==> config.mk <==
export PLATFORM = sky130hd
export DESIGN_NAME = prog_freq_divider
export DESIGN_NICKNAME = d
export VERILOG_FILES = /design/src/rtl/pfd_pkg.sv /design/src/rtl/pfd_ratio_calc.sv /design/src/rtl/pfd_tick_gate.sv /design/src/rtl/prog_freq_divider.sv
export SDC_FILE = /design/constraint.sdc
export NUM_CORES = 1
export LEC_CHECK = 0
export BUFFER_PORTS_ARGS = -buffer_cell sky130_fd_sc_hd__buf_2
export CAP_MARGIN = 20
export CORE_UTILIZATION = 45
export CTS_CLUSTER_DIAMETER = 100
export DETAILED_ROUTE_END_ITERATION = 10
export GPL_ROUTABILITY_DRIVEN = 0
export PLACE_DENSITY_LB_ADDON = 0.12
export SLEW_MARGIN = 20
export SYNTH_ARGS = -nofsm -noshare
export SYNTH_HDL_FRONTEND = slang
export SYNTH_SLANG_ARGS = --single-unit
==> constraint.sdc <==
create_clock -name clk -period 7.9 [get_ports clk]
set_input_delay 0 -clock clk [delete_from_list [all_inputs] [get_ports clk]]
set_output_delay 0 -clock clk [all_outputs]
set_load 0.02 [all_outputs]
==> src/rtl/pfd_pkg.sv <==
package pfd_pkg;

    typedef enum logic [1:0] {
        ST_LOAD = 2'd0,
        ST_RUN  = 2'd1,
        ST_HALT = 2'd2
    } div_state_t;

endpackage

==> src/rtl/pfd_ratio_calc.sv <==
module pfd_ratio_calc #(
    parameter int W          = 16,
    parameter int SHIFT      = 4,
    parameter int MIN_WIDE   = 272,
    parameter int MIN_NARROW = 4
) (
    input  logic [W-1:0] word,
    input  logic         sel_wide,
    input  logic         range_hi,
    output logic [W:0]   ratio
);

    logic [W-1:0] base;
    logic [W-1:0] floor_v;
    logic [W-1:0] clamped;

    always_comb begin
        if (sel_wide || range_hi) begin
            base    = word;
            floor_v = W'(MIN_WIDE);
        end else begin
            base    = word >> SHIFT;
            floor_v = W'(MIN_NARROW);
        end
        clamped = (base < floor_v) ? floor_v : base;
        ratio   = sel_wide ? {clamped, 1'b0} : {1'b0, clamped};
    end

endmodule

==> src/rtl/pfd_tick_gate.sv <==
module pfd_tick_gate (
    input  logic use_hi,
    input  logic inhibit,
    input  logic in_hi,
    input  logic in_lo,
    output logic tick
);

    logic picked;

    always_comb begin
        picked = use_hi ? in_hi : in_lo;
        tick   = picked & ~inhibit;
    end

endmodule

==> src/rtl/prog_freq_divider.sv <==
module prog_freq_divider #(
    parameter int W          = 16,
    parameter int SHIFT      = 4,
    parameter int MIN_WIDE   = 272,
    parameter int MIN_NARROW = 4
) (
    input  logic         clk,
    input  logic         rst,
    input  logic [W-1:0] div_word,
    input  logic         sel_wide,
    input  logic         range_hi,
    input  logic         inhibit,
    input  logic         rf_hi_tick,
    input  logic         rf_lo_tick,
    output logic         div_pulse,
    output logic         div_valid
);
    import pfd_pkg::*;

    localparam int CW = W + 1;

    div_state_t    state_q, state_nxt;
    logic [CW-1:0] ratio_now;
    logic [CW-1:0] ratio_q;
    logic [CW-1:0] cnt_q;
    logic          sel_q;
    logic          tick;
    logic          term;

    pfd_ratio_calc #(
        .W(W), .SHIFT(SHIFT), .MIN_WIDE(MIN_WIDE), .MIN_NARROW(MIN_NARROW)
    ) u_ratio (
        .word     (div_word),
        .sel_wide (sel_wide),
        .range_hi (range_hi),
        .ratio    (ratio_now)
    );

    pfd_tick_gate u_gate (
        .use_hi  (sel_q),
        .inhibit (inhibit),
        .in_hi   (rf_hi_tick),
        .in_lo   (rf_lo_tick),
        .tick    (tick)
    );

    // next-state decode
    always_comb begin
        state_nxt = state_q;
        unique case (state_q)
            ST_LOAD: state_nxt = inhibit ? ST_HALT : ST_RUN;
            ST_RUN:  state_nxt = inhibit ? ST_HALT : ST_RUN;
            ST_HALT: state_nxt = inhibit ? ST_HALT : ST_LOAD;
            default: state_nxt = ST_LOAD;
        endcase
    end

    assign term = (state_q == ST_RUN) && tick && (cnt_q == ratio_q - CW'(1));

    // state register
    always_ff @(posedge clk) begin
        if (rst) state_q <= ST_LOAD;
        else     state_q <= state_nxt;
    end

    // counter and captured configuration
    always_ff @(posedge clk) begin
        if (rst) begin
            cnt_q   <= '0;
            ratio_q <= CW'(MIN_NARROW);
            sel_q   <= 1'b0;
        end else begin
            if (state_q == ST_LOAD || term) begin
                ratio_q <= ratio_now;
                sel_q   <= sel_wide;
            end
            if (state_q != ST_RUN)  cnt_q <= '0;
            else if (term)          cnt_q <= '0;
            else if (tick)          cnt_q <= cnt_q + CW'(1);
        end
    end

    // outputs
    always_ff @(posedge clk) begin
        if (rst) begin
            div_pulse <= 1'b0;
            div_valid <= 1'b0;
        end else begin
            div_pulse <= term;
            div_valid <= (state_nxt == ST_RUN);
        end
    end

    assert_pulse_single_R6: assert property (@(posedge clk) disable iff (rst)
        div_pulse |=> !div_pulse);

    assert_pulse_after_tick_R6: assert property (@(posedge clk) disable iff (rst)
        div_pulse |-> $past(tick));

    assert_halt_quiet_R7: assert property (@(posedge clk) disable iff (rst)
        (state_q == ST_HALT) |-> (!div_pulse && !div_valid));

    assert_count_bound_R5: assert property (@(posedge clk) disable iff (rst)
        (state_q == ST_RUN) |-> (cnt_q < ratio_q));

    assert_ratio_floor_R4: assert property (@(posedge clk) disable iff (rst)
        (state_q == ST_RUN) |-> (ratio_q >= CW'(MIN_NARROW)));

    assert_config_held_R5: assert property (@(posedge clk) disable iff (rst)
        (state_q == ST_RUN && $past(state_q) == ST_RUN && !$past(term))
            |-> ($stable(ratio_q) && $stable(sel_q)));

endmodule

==> summary.md, run 1 <==
| Metric | Value |
|---|---|
| Status | `complete, no violations` |
| Top layer in use | `met4` |
| Max_slew headroom | `47.10%` |
| First-pass GRT wire length | `10.23 mm` |
| P_leak | `1.020 nW` |
| DRT Pass-1 Iters | `4` |
| RSZ-0062 raised after global routing | `false` |
| Die H | `78.12 um` |
| Met3 WL | `166 um` |
| Post-synthesis cell area | `0.002608 mm2` |
| Post-Layout Cell Count | `403` |
| Die Area | `0.006103 mm2` |
| Drt via density | `5.876` |
| Arr. time, crit path | `3.51 ns` |
| Clk_lat worst skew | `0.29 ns` |
| Worst Tran Pin Value | `0.7825 ns` |
| Post-Synthesis Cells | `318` |
| Sequential share of the synthesized area | `29.17%` |
| WP data required | `8.07 ns` |
| Final hold violation count | `0` |
| Pwr Density | `177.7 mW/mm2` |
| Crit. End Element | `register` |
| Vias post-DR | `2368` |
| Setup Total Neg Slack | `0 ns` |
| Clock-pin transition on the worst setup and hold timing paths | `0.08 ns` |
| Post-DRT Antenna Nets | `0` |
| PortBufs | `24` |
| Met2 routed WL | `2.779 mm` |
| Initial DRC count | `140` |
| EDFF count, synth | `0` |
| Grt ovf | `0` |
| Fin crit share | `42.38%` |
| Drt wl/cell | `14.91 um` |
| Root Buffer | `clkbuf_8` |
| Vias in the first global route | `2110` |
| Metal-1 WL | `2.992 mm` |
| Placed cell count | `393` |
| Async SR Flop Fraction | `0%` |
| Total wire length | `6.007 mm` |
| Worst Hold Class | `in2reg` |
| Largest net degree at the start of global routing | `33` |
| Chip width | `78.12 um` |
| Initial antenna violation count | `0` |
| Yosys reg bits | `38` |
| Syn Nets | `343` |
| YS warnings | `0` |
| CTS tree | `done` |
| Final setup vio count | `0` |
| Cell Rows | `27` |
| Ports | `25` |
| Hpwl dp | `4.478 mm` |
| Cell variety after synth | `61` |
| Clock H-tree levels | `2` |
| Synth Area per Inst | `8.200 um2` |
| Ant. Diodes | `0` |
| Nets | `355` |
| Layout area overhead | `10.08%` |
| # Max-Cap Violations | `0` |
| Top FF cell, synth | `dfxtp_1` |
| Critical path class | `reg2reg` |
| VDD IR max | `78.63 uV` |
| Max Clock Skew | `0.006301 ns` |
| Setup repair bufs after CTS | `0` |
| Crit path launch type | `register` |
| Starting Density | `47.06%` |
| Max Slew Vio Count | `0` |
| Final Total Pwr | `0.5100 mW` |
| Core area | `0.005540 mm2` |
| Fillers | `549` |
| Fraction of layout cells with a size suffix above 1 | `15.41%` |
| CTS Sinks | `38` |
| Max Freq | `0.2987 GHz` |
| CTS Buf Count | `5` |
| Clock Tree Buf Depth | `2` |
| Post-route DRC | `0` |
| Crit Path Max Fanout | `13` |
| Final min period | `3.348 ns` |
| Gr usage total | `20.83%` |
synthesized netlist by cell type (6+ instances only):
cell	count	area [um2]
mux2i_1	11	110.1
nor2b_1	6	37.54
xor2_1	22	192.7
inv_1	7	26.28
nand3_1	6	30.03
a21oi_1	11	55.05
xnor2_1	13	113.9
o21ai_0	11	55.05
clkbuf_1	13	48.80
nor3_1	17	85.08
nor2_1	41	153.9
nand4_1	10	62.56
nand2_1	15	56.30
nand4b_1	8	70.07
dfxtp_1	38	760.7
o31ai_1	9	67.56
layout make-up:
class,instances,area (um2),share of cell area (%)
timing repair buffer,26,140.1,4.882
sequential,38,760.7,26.50
inverter,7,26.28,0.9154
clock buffer,6,82.58,2.877
tap,72,90.09,3.139
multi-input combinational,252,1710,59.59
clock inverter,2,60.06,2.092
routing by layer:
metal / vias up / GRT usage [%]
met5: - / 0
met4: 0 / 5.556
met3: 5 / 3.488
met2: 51 / 33.86
met1: 1108 / 28.38
li1: 1204 / -
final timing paths:
path                                    end  slack, ns  cells past startpoint        start
worst max-delay path            ratio_q[13]       4.55                      9   ratio_q[0]
worst min-delay path             ratio_q[2]       0.02                      3  div_word[1]
worst max register to register  ratio_q[13]       4.55                      9   ratio_q[0]
worst min register to register        sel_q       0.50                      2        sel_q
cells in the final DEF, fill, tap and decap left out, types with 2 or more instances in the layout:
cell	synthesis	layout
nor2_1	41	41
ha_1	2	2
xnor2_1	13	13
nand4b_1	8	8
nor4_1	4	4
clkbuf_8	0	6
a211oi_1	5	5
nand2_1	15	15
o2111ai_1	2	2
a22oi_1	2	2
dfxtp_1	38	38
and4_1	2	2
inv_1	7	7
o31ai_1	9	9
or3_1	4	4
nand4_1	10	10
a31oi_1	2	2
bufinv_16	0	2
a222oi_1	3	3
mux2i_1	11	11
buf_2	3	24
or2_2	4	4
nand3_1	6	6
o21ai_0	11	11
a21oi_1	11	11
xor2_1	22	22
a41oi_1	2	2
nor2b_1	6	6
nor3_1	17	17
a31o_2	2	2
nor3_2	2	2
nand2b_1	4	4
a311oi_1	5	5
dlygate4sd3_1	0	2
o32a_1	2	2
state kept, by name (all words and copies together), names as in the netlist:
name and flops:
cnt_q 17, div_pulse 1, ratio_q 17, sel_q 1
state_q 2
report_power, final:
group | switching (mW) | internal (mW) | total (mW)
clock | 0.0706 | 0.135 | 0.205
sequential | 0.0154 | 0.200 | 0.215
combinational | 0.0503 | 0.0392 | 0.0895
total | 0.136 | 0.374 | 0.510
stage by stage:
| step | utilization (%) | cell area [um2] | hold WS (ns) | worst slack (ns) |
|---|---|---|---|---|
| floorplan | - | 2608 | 0.07931 | 5.220 |
| global placement | 48.87 | 2708 | 0.2774 | 4.708 |
| global route | 51.81 | 2870 | 0.05317 | 4.325 |
| CTS | 51.81 | 2870 | 0.01709 | 4.584 |
| finish | 51.81 | 2870 | 0.02447 | 4.552 |
| detailed placement | 48.87 | 2708 | 0.2860 | 4.602 |
kinds of logic after synthesis:
family | after synthesis | share of synthesized area [%]
fa+ha+maj | 2 | 0.9595
simple gates | 136 | 29.03
xor+xnor | 35 | 11.76
flops | 38 | 29.17
mux | 11 | 4.223
buf+inv | 28 | 5.230
compound gates | 68 | 19.63
critical path: stages (launching register included):
cell and delay (ns):
dfxtp_1 0.44, inv_1 0.09, ha_1 0.31, nor2b_1 0.17, or3_1 0.35, a31o_2 0.24, nor4_1 0.55, o2111ai_2 0.50
a222oi_1 0.51, nor3_1 0.07
what timing repair did:
action / 4_1_cts / 5_1_grt
endpoints found under the hold margin: 3 / 0
hold buffers: 2 / 0
gates resized for setup: 0 / 0
(Power assumes the default switching activity.)
==> inputs of run 2 (changes only) <==
==> constraint.sdc (replaced) <==
create_clock -name clk -period 3 [get_ports clk]
set_input_delay 0 -clock clk [delete_from_list [all_inputs] [get_ports clk]]
set_output_delay 0 -clock clk [all_outputs]
set_load 0.02 [all_outputs]
==> run 2 against run 1 <==
Non-clock buffer count is 10 higher. Final cell count is 2.2% higher. Sequential share of layout area is 0.45 points lower. Largest power group unchanged. Sequential cell count stayed put. First-iteration DRC count is 11% higher. Clock skew is 0.00098 ns higher. Hold slack worse by 0.0011 ns.
==> summary.md, run 2 (synthesized netlist as in run 1, its figures left out) <==
| Metric | Value |
|---|---|
| Critical path class | `reg2reg` |
| Final core occ | `52.71%` |
| Total wire length | `6.363 mm` |
| GR Util met3 | `3.721%` |
| Worst Hold Class | `in2reg` |
| Final setup vio count | `0` |
| Final min period | `2.748 ns` |
| Commonest non-fill, non-tap cells in the layout | `41 x nor2_1, 38 x dfxtp_1, 24 x buf_2` |
| Most Crowded Layer GR | `met2` |
| Chip width | `78.12 um` |
| Layout area overhead | `12.00%` |
| Cell Rows | `27` |
| VDD IR max | `168.8 uV` |
| Initial DRC count | `156` |
| Clock Tree Buf Depth | `2` |
| Core area | `0.005540 mm2` |
| Hold Slack | `0.02334 ns` |
| Reg2Reg Depth | `9` |
| Hold path depth | `3` |
| Crit. End Element | `register` |
| CTS Buf Count | `5` |
| Nets | `365` |
| Vias post-DR | `2401` |
| PortBufs | `24` |
| Post-route DRC | `0` |
| GR Util met2 | `37.46%` |
| CTS Sinks | `38` |
| Starting Density | `47.06%` |
| Hold EP | `ratio_q[2]` |
| Drt wl/cell | `15.44 um` |
| Pwr Density | `399.5 mW/mm2` |
| DRT Pass-1 Iters | `4` |
| Grt ovf | `0` |
| Max_slew headroom | `53.53%` |
| Clock-pin transition on the worst setup and hold timing paths | `0.08 ns` |
| Worst Min Path Start | `div_word[1]` |
| Most common cell after layout, fill and taps aside | `nor2_1` |
| Max Clock Skew | `0.007280 ns` |
| Met1 usage | `29.22%` |
| Post-DRT Antenna Nets | `0` |
| RSZ-0062 raised after global routing | `false` |
| P_leak | `1.033 nW` |
| Crit Path Max Fanout | `9` |
| Root Buffer | `clkbuf_8` |
| Setup Total Neg Slack | `0 ns` |
| Max Slew Vio Count | `0` |
| Hpwl dp | `4.665 mm` |
| Fin crit share | `91.61%` |
| # Max-Cap Violations | `0` |
| Reg2Reg Setup Slack | `0.25 ns` |
| First-pass GRT wire length | `10.80 mm` |
| Drt via density | `5.828` |
| Status | `complete, no violations` |
| Vias in the first global route | `2262` |
| Worst Tran Pin Value | `0.6945 ns` |
| Arr. time, crit path | `2.91 ns` |
| Clock H-tree levels | `2` |
| WP data required | `3.16 ns` |
| Ant. Diodes | `0` |
| Largest net degree at the start of global routing | `33` |
| R2r endpoint | `ratio_q[13]` |
| Crit path launch type | `register` |
| CTS tree | `done` |
| Max Freq | `0.3638 GHz` |
| Fraction of layout cells with a size suffix above 1 | `18.82%` |
| Die Area | `0.006103 mm2` |
| Largest registers | `cnt_q (17), ratio_q (17), state_q (2)` |
| Clk_lat worst skew | `0.29 ns` |
| Ports | `25` |
| Reg2Reg Launch Point | `ratio_q[1]` |
| Gr usage total | `22.43%` |
| Die H | `78.12 um` |
| Final hold violation count | `0` |
| Initial antenna violation count | `0` |
==> run 2: cell count changes in the layout (fill, tap and decap cells not counted), sizes merged <==
| cell | previous run | this run |
|---|---|---|
| buf | 24 | 34 |
| clkinvlp | 0 | 2 |
| bufinv | 2 | 0 |
| clkbuf | 6 | 5 |
==> run 2: final cells by class <==
| type | instances | area (um2) |
|---|---|---|
| Clock inverter | 2 | 15.01 |
| Inverter | 7 | 26.28 |
| Sequential cell | 38 | 760.7 |
| Fill cell | 558 | 2620 |
| Clock buffer | 5 | 68.82 |
| Multi-Input combinational cell | 252 | 1744 |
| Tap cell | 72 | 90.09 |
| Timing Repair Buffer | 36 | 215.2 |
==> run 2: how the worst max path moves through the flow <==
| stage | start | to | slack (ns) |
|---|---|---|---|
| after detailed placement | ratio_q[1] | ratio_q[4] | 0.09 |
| after global routing | ratio_q[1] | ratio_q[13] | 0.01 |
| after floorplan | ratio_q[0] | ratio_q[13] | 0.32 |
| after CTS | ratio_q[1] | ratio_q[13] | 0.03 |
| final | ratio_q[1] | ratio_q[13] | 0.25 |
| after global placement | ratio_q[1] | ratio_q[13] | 0.09 |
==> run 2: per-stage QoR <==
step	power (mW)	area [um2]	setup slack, ns	std cells
4_1_cts	1.169	2879	0.02589	411
3_5_place_dp	0.8195	2775	0.08758	402
5_1_grt	1.240	2920	0.01232	412
3_3_place_gp	0.8166	2775	0.09473	402
6_report	1.167	2920	0.2516	412
2_1_floorplan	0.7503	2608	0.3196	318
==> run 2: repair_timing <==
action,4_1_cts,5_1_grt
hold buffers,2,0
gates resized for setup,0,7
buffers inserted,0,1
setup endpoints to repair,0,35
endpoints found under the hold margin,3,0
==> run 2: power by group <==
part / internal (mW) / total, mW / switching [mW]
Sequential: 0.526 / 0.567 / 0.0407
Combinational: 0.112 / 0.255 / 0.143
Clock: 0.159 / 0.345 / 0.186
Total: 0.797 / 1.17 / 0.370
==> run 2: critical path, cell delays in order, from the launching register on <==
cell	delay, ns
dfxtp_1	0.41
inv_1	0.08
ha_2	0.26
xnor2_1	0.13
a2111oi_1	0.38
nand4_1	0.23
nor4_4	0.38
o2111ai_4	0.25
a222oi_1	0.41
nor3_1	0.08
==> run 2: routing by layer <==
metal,part of all wire (%),wire [um],vias to the layer above
met4,1.2,78,0
met3,4.2,267,6
li1,-,-,1221
met2,48,3063,62
met1,46,2952,1112
met5,0,0,-
==> inputs of run 3 (changes only) <==
--- a/config.mk
+++ b/config.mk
@@ -15,4 +15,5 @@
 export SLEW_MARGIN = 20
 export SYNTH_ARGS = -nofsm -noshare
 export SYNTH_HDL_FRONTEND = slang
+export SYNTH_HIERARCHICAL = 1
 export SYNTH_SLANG_ARGS = --single-unit
==> run 3 against run 2 <==
Sequential cell count is 1 higher. Synthesized cell count is 1.3% higher. Wire length is 13% lower. Count of clock-buffer cells in the layout is 1 higher.
==> summary.md, run 3 <==
| Metric | Value |
|---|---|
| EDFF count, synth | `0` |
| Setup Total Neg Slack | `0 ns` |
| Storage cell area | `780.7 um2` |
| Largest net degree at the start of global routing | `42` |
| VDD IR max | `296.8 uV` |
| Final hold violation count | `0` |
| Drt wl/cell | `13.36 um` |
| Commonest non-fill, non-tap cells in the layout | `42 x nor2_1, 39 x dfxtp_1, 38 x nand2b_1` |
| Ant. Diodes | `0` |
| Placed cell count | `404` |
| Cell Rows | `27` |
| Crit path launch type | `register` |
| Post-synth top area share | `29.48%` |
| Top FF cell, synth | `dfxtp_1` |
| Top-count cell post-synth | `nor2_1` |
| Max Clock Skew | `0.006628 ns` |
| Nets | `365` |
| Core area | `0.005574 mm2` |
| Max_slew headroom | `66.71%` |
| Max Freq | `0.3654 GHz` |
| Crit. End Element | `register` |
| Most common cell after layout, fill and taps aside | `nor2_1` |
| Synth Area per Inst | `8.226 um2` |
| Worst Tran Pin Value | `0.4993 ns` |
| Max Slew Vio Count | `0` |
| Vias post-DR | `2216` |
| Post-synthesis cell area | `0.002649 mm2` |
| Clock H-tree levels | `2` |
| PortBufs | `24` |
| Post-Synthesis Cells | `322` |
| Status | `complete, no violations` |
| Clk_lat worst skew | `0.29 ns` |
| Cell Area, Placed | `0.002786 mm2` |
| Final core occ | `51.85%` |
| Post-Layout Cell Count | `412` |
| Largest registers | `cnt_q (17), ratio_q (17), state_q (2)` |
| # Max-Cap Violations | `0` |
| Root Buffer | `clkbuf_8` |
| Final min period | `2.736 ns` |
| Fin crit share | `91.21%` |
| Multi-input gate area | `0.001745 mm2` |
| Area leader, netlist | `dfxtp_1` |
| WP data required | `3.17 ns` |
| Vias in the first global route | `2143` |
| Synth top area cells | `dfxtp_1 29%, mux2i_1 11%, nand2b_1 9.0%` |
| Post-route DRC | `0` |
| Initial antenna violation count | `0` |
| Fillers | `592` |
| Final instance area | `0.002890 mm2` |
| CTS Sinks | `39` |
| Setup repair bufs after CTS | `0` |
| Die Area | `0.006197 mm2` |
| Async SR Flop Fraction | `0%` |
| Die H | `78.72 um` |
| CTS Buf Count | `5` |
| Post-DRT Antenna Nets | `0` |
| Total wire length | `5.506 mm` |
| YS warnings | `6` |
| Gr usage total | `19.96%` |
| Clock-pin transition on the worst setup and hold timing paths | `0.07 ns` |
| Layout area overhead | `9.117%` |
| Crit Path Max Fanout | `18` |
| CTS tree | `done` |
| Clock Tree Buf Depth | `2` |
| Chip width | `78.72 um` |
| P_leak | `1.126 nW` |
| Critical path class | `reg2reg` |
| Pwr Density | `402.5 mW/mm2` |
| Sequential share of the synthesized area | `29.48%` |
| RSZ-0062 raised after global routing | `false` |
| Hpwl dp | `4.057 mm` |
| Drt via density | `5.379` |
| Synth top cells by count | `42 x nor2_1, 39 x dfxtp_1, 38 x nand2b_1, 29 x mux2i_1, 20 x xor2_1` |
| Fraction of layout cells with a size suffix above 1 | `13.82%` |
| Arr. time, crit path | `2.91 ns` |
| Initial DRC count | `167` |
| Starting Density | `47.52%` |
| DRT Pass-1 Iters | `4` |
| Yosys reg bits | `39` |
| Grt ovf | `0` |
| Worst Hold Class | `in2reg` |
| Cell variety after synth | `52` |
| Ports | `25` |
| Syn Nets | `347` |
| Final setup vio count | `0` |
| First-pass GRT wire length | `9.887 mm` |
## run 3: changes by cell type after synthesis, moves of 4 or more
cell,change
clkbuf_1,-4
nand4b_1,-8
a22o_1,+4
a311oi_1,-5
o21ai_0,-5
nor3_1,-10
mux2i_1,+18
nand2_1,+4
o31ai_1,-7
o22ai_1,+4
nand2b_1,+34
## run 3: final timing paths
check / endpoint / start / slack, ns / cells past startpoint
min: ratio_q[4] / div_word[3] / 0.10 / 5
max: ratio_q[0] / ratio_q[0] / 0.26 / 10
min reg2reg: sel_q / sel_q / 0.50 / 2
max reg2reg: ratio_q[0] / ratio_q[0] / 0.26 / 10
## run 3: worst max-delay path: stages, from the launching register on
cell	delay [ns]
dfxtp_1	0.35
inv_1	0.07
ha_1	0.21
or4b_1	0.58
o21a_1	0.25
or4_1	0.40
nand3_1	0.10
nand4_2	0.13
o21a_1	0.14
buf_4	0.23
mux2i_1	0.15
## run 3: cell families after synthesis
family                   share of synthesized area (%)
flip-flops                                       29.48
adder cells (fa/ha/maj)                         0.9446
AND/OR/NAND/NOR                                  31.65
buffers and inverters                            4.865
multiplexers                                     10.96
XOR/XNOR                                         10.91
AO/OA/AOI/OAI                                    11.19
## run 3: report_power, final
group / leakage (nW) / internal, mW / switching, mW
combinational: 0.761 / 0.112 / 0.119
clock: 0.0470 / 0.180 / 0.178
sequential: 0.318 / 0.539 / 0.0345
## run 3: layout make-up
type / instances / area share (%)
well taps: 72 / 3.117
clock inverters: 1 / 0.1732
flip-flops and latches: 39 / 27.01
repair buffers: 30 / 5.801
multi-input cells: 259 / 60.39
inverters: 5 / 0.6494
clock buffers: 6 / 2.857
## run 3: per-layer routing
layer / routed length [um] / GRT usage, %
met5: 0 / 0
met1: 2736 / 25.90
met2: 2563 / 33.39
met4: 31 / 6.296
met3: 174 / 3.563
## run 3: timing repair
action / in CTS / in global routing
setup endpoints to repair: 0 / 18
hold buffers: 1 / 0
endpoints found under the hold margin: 3 / 0
resized for setup: 0 / 1
## run 3: through the flow
step	setup slack (ns)	hold WS, ns	power (mW)
after global routing	0.02058	0.1432	1.229
final	0.2636	0.1038	1.163
after global placement	0.3568	0.2082	0.8117
after CTS	0.2211	0.1012	1.174
after detailed placement	0.2471	0.2119	0.8143
after floorplan	0.4513	0.07679	0.7558
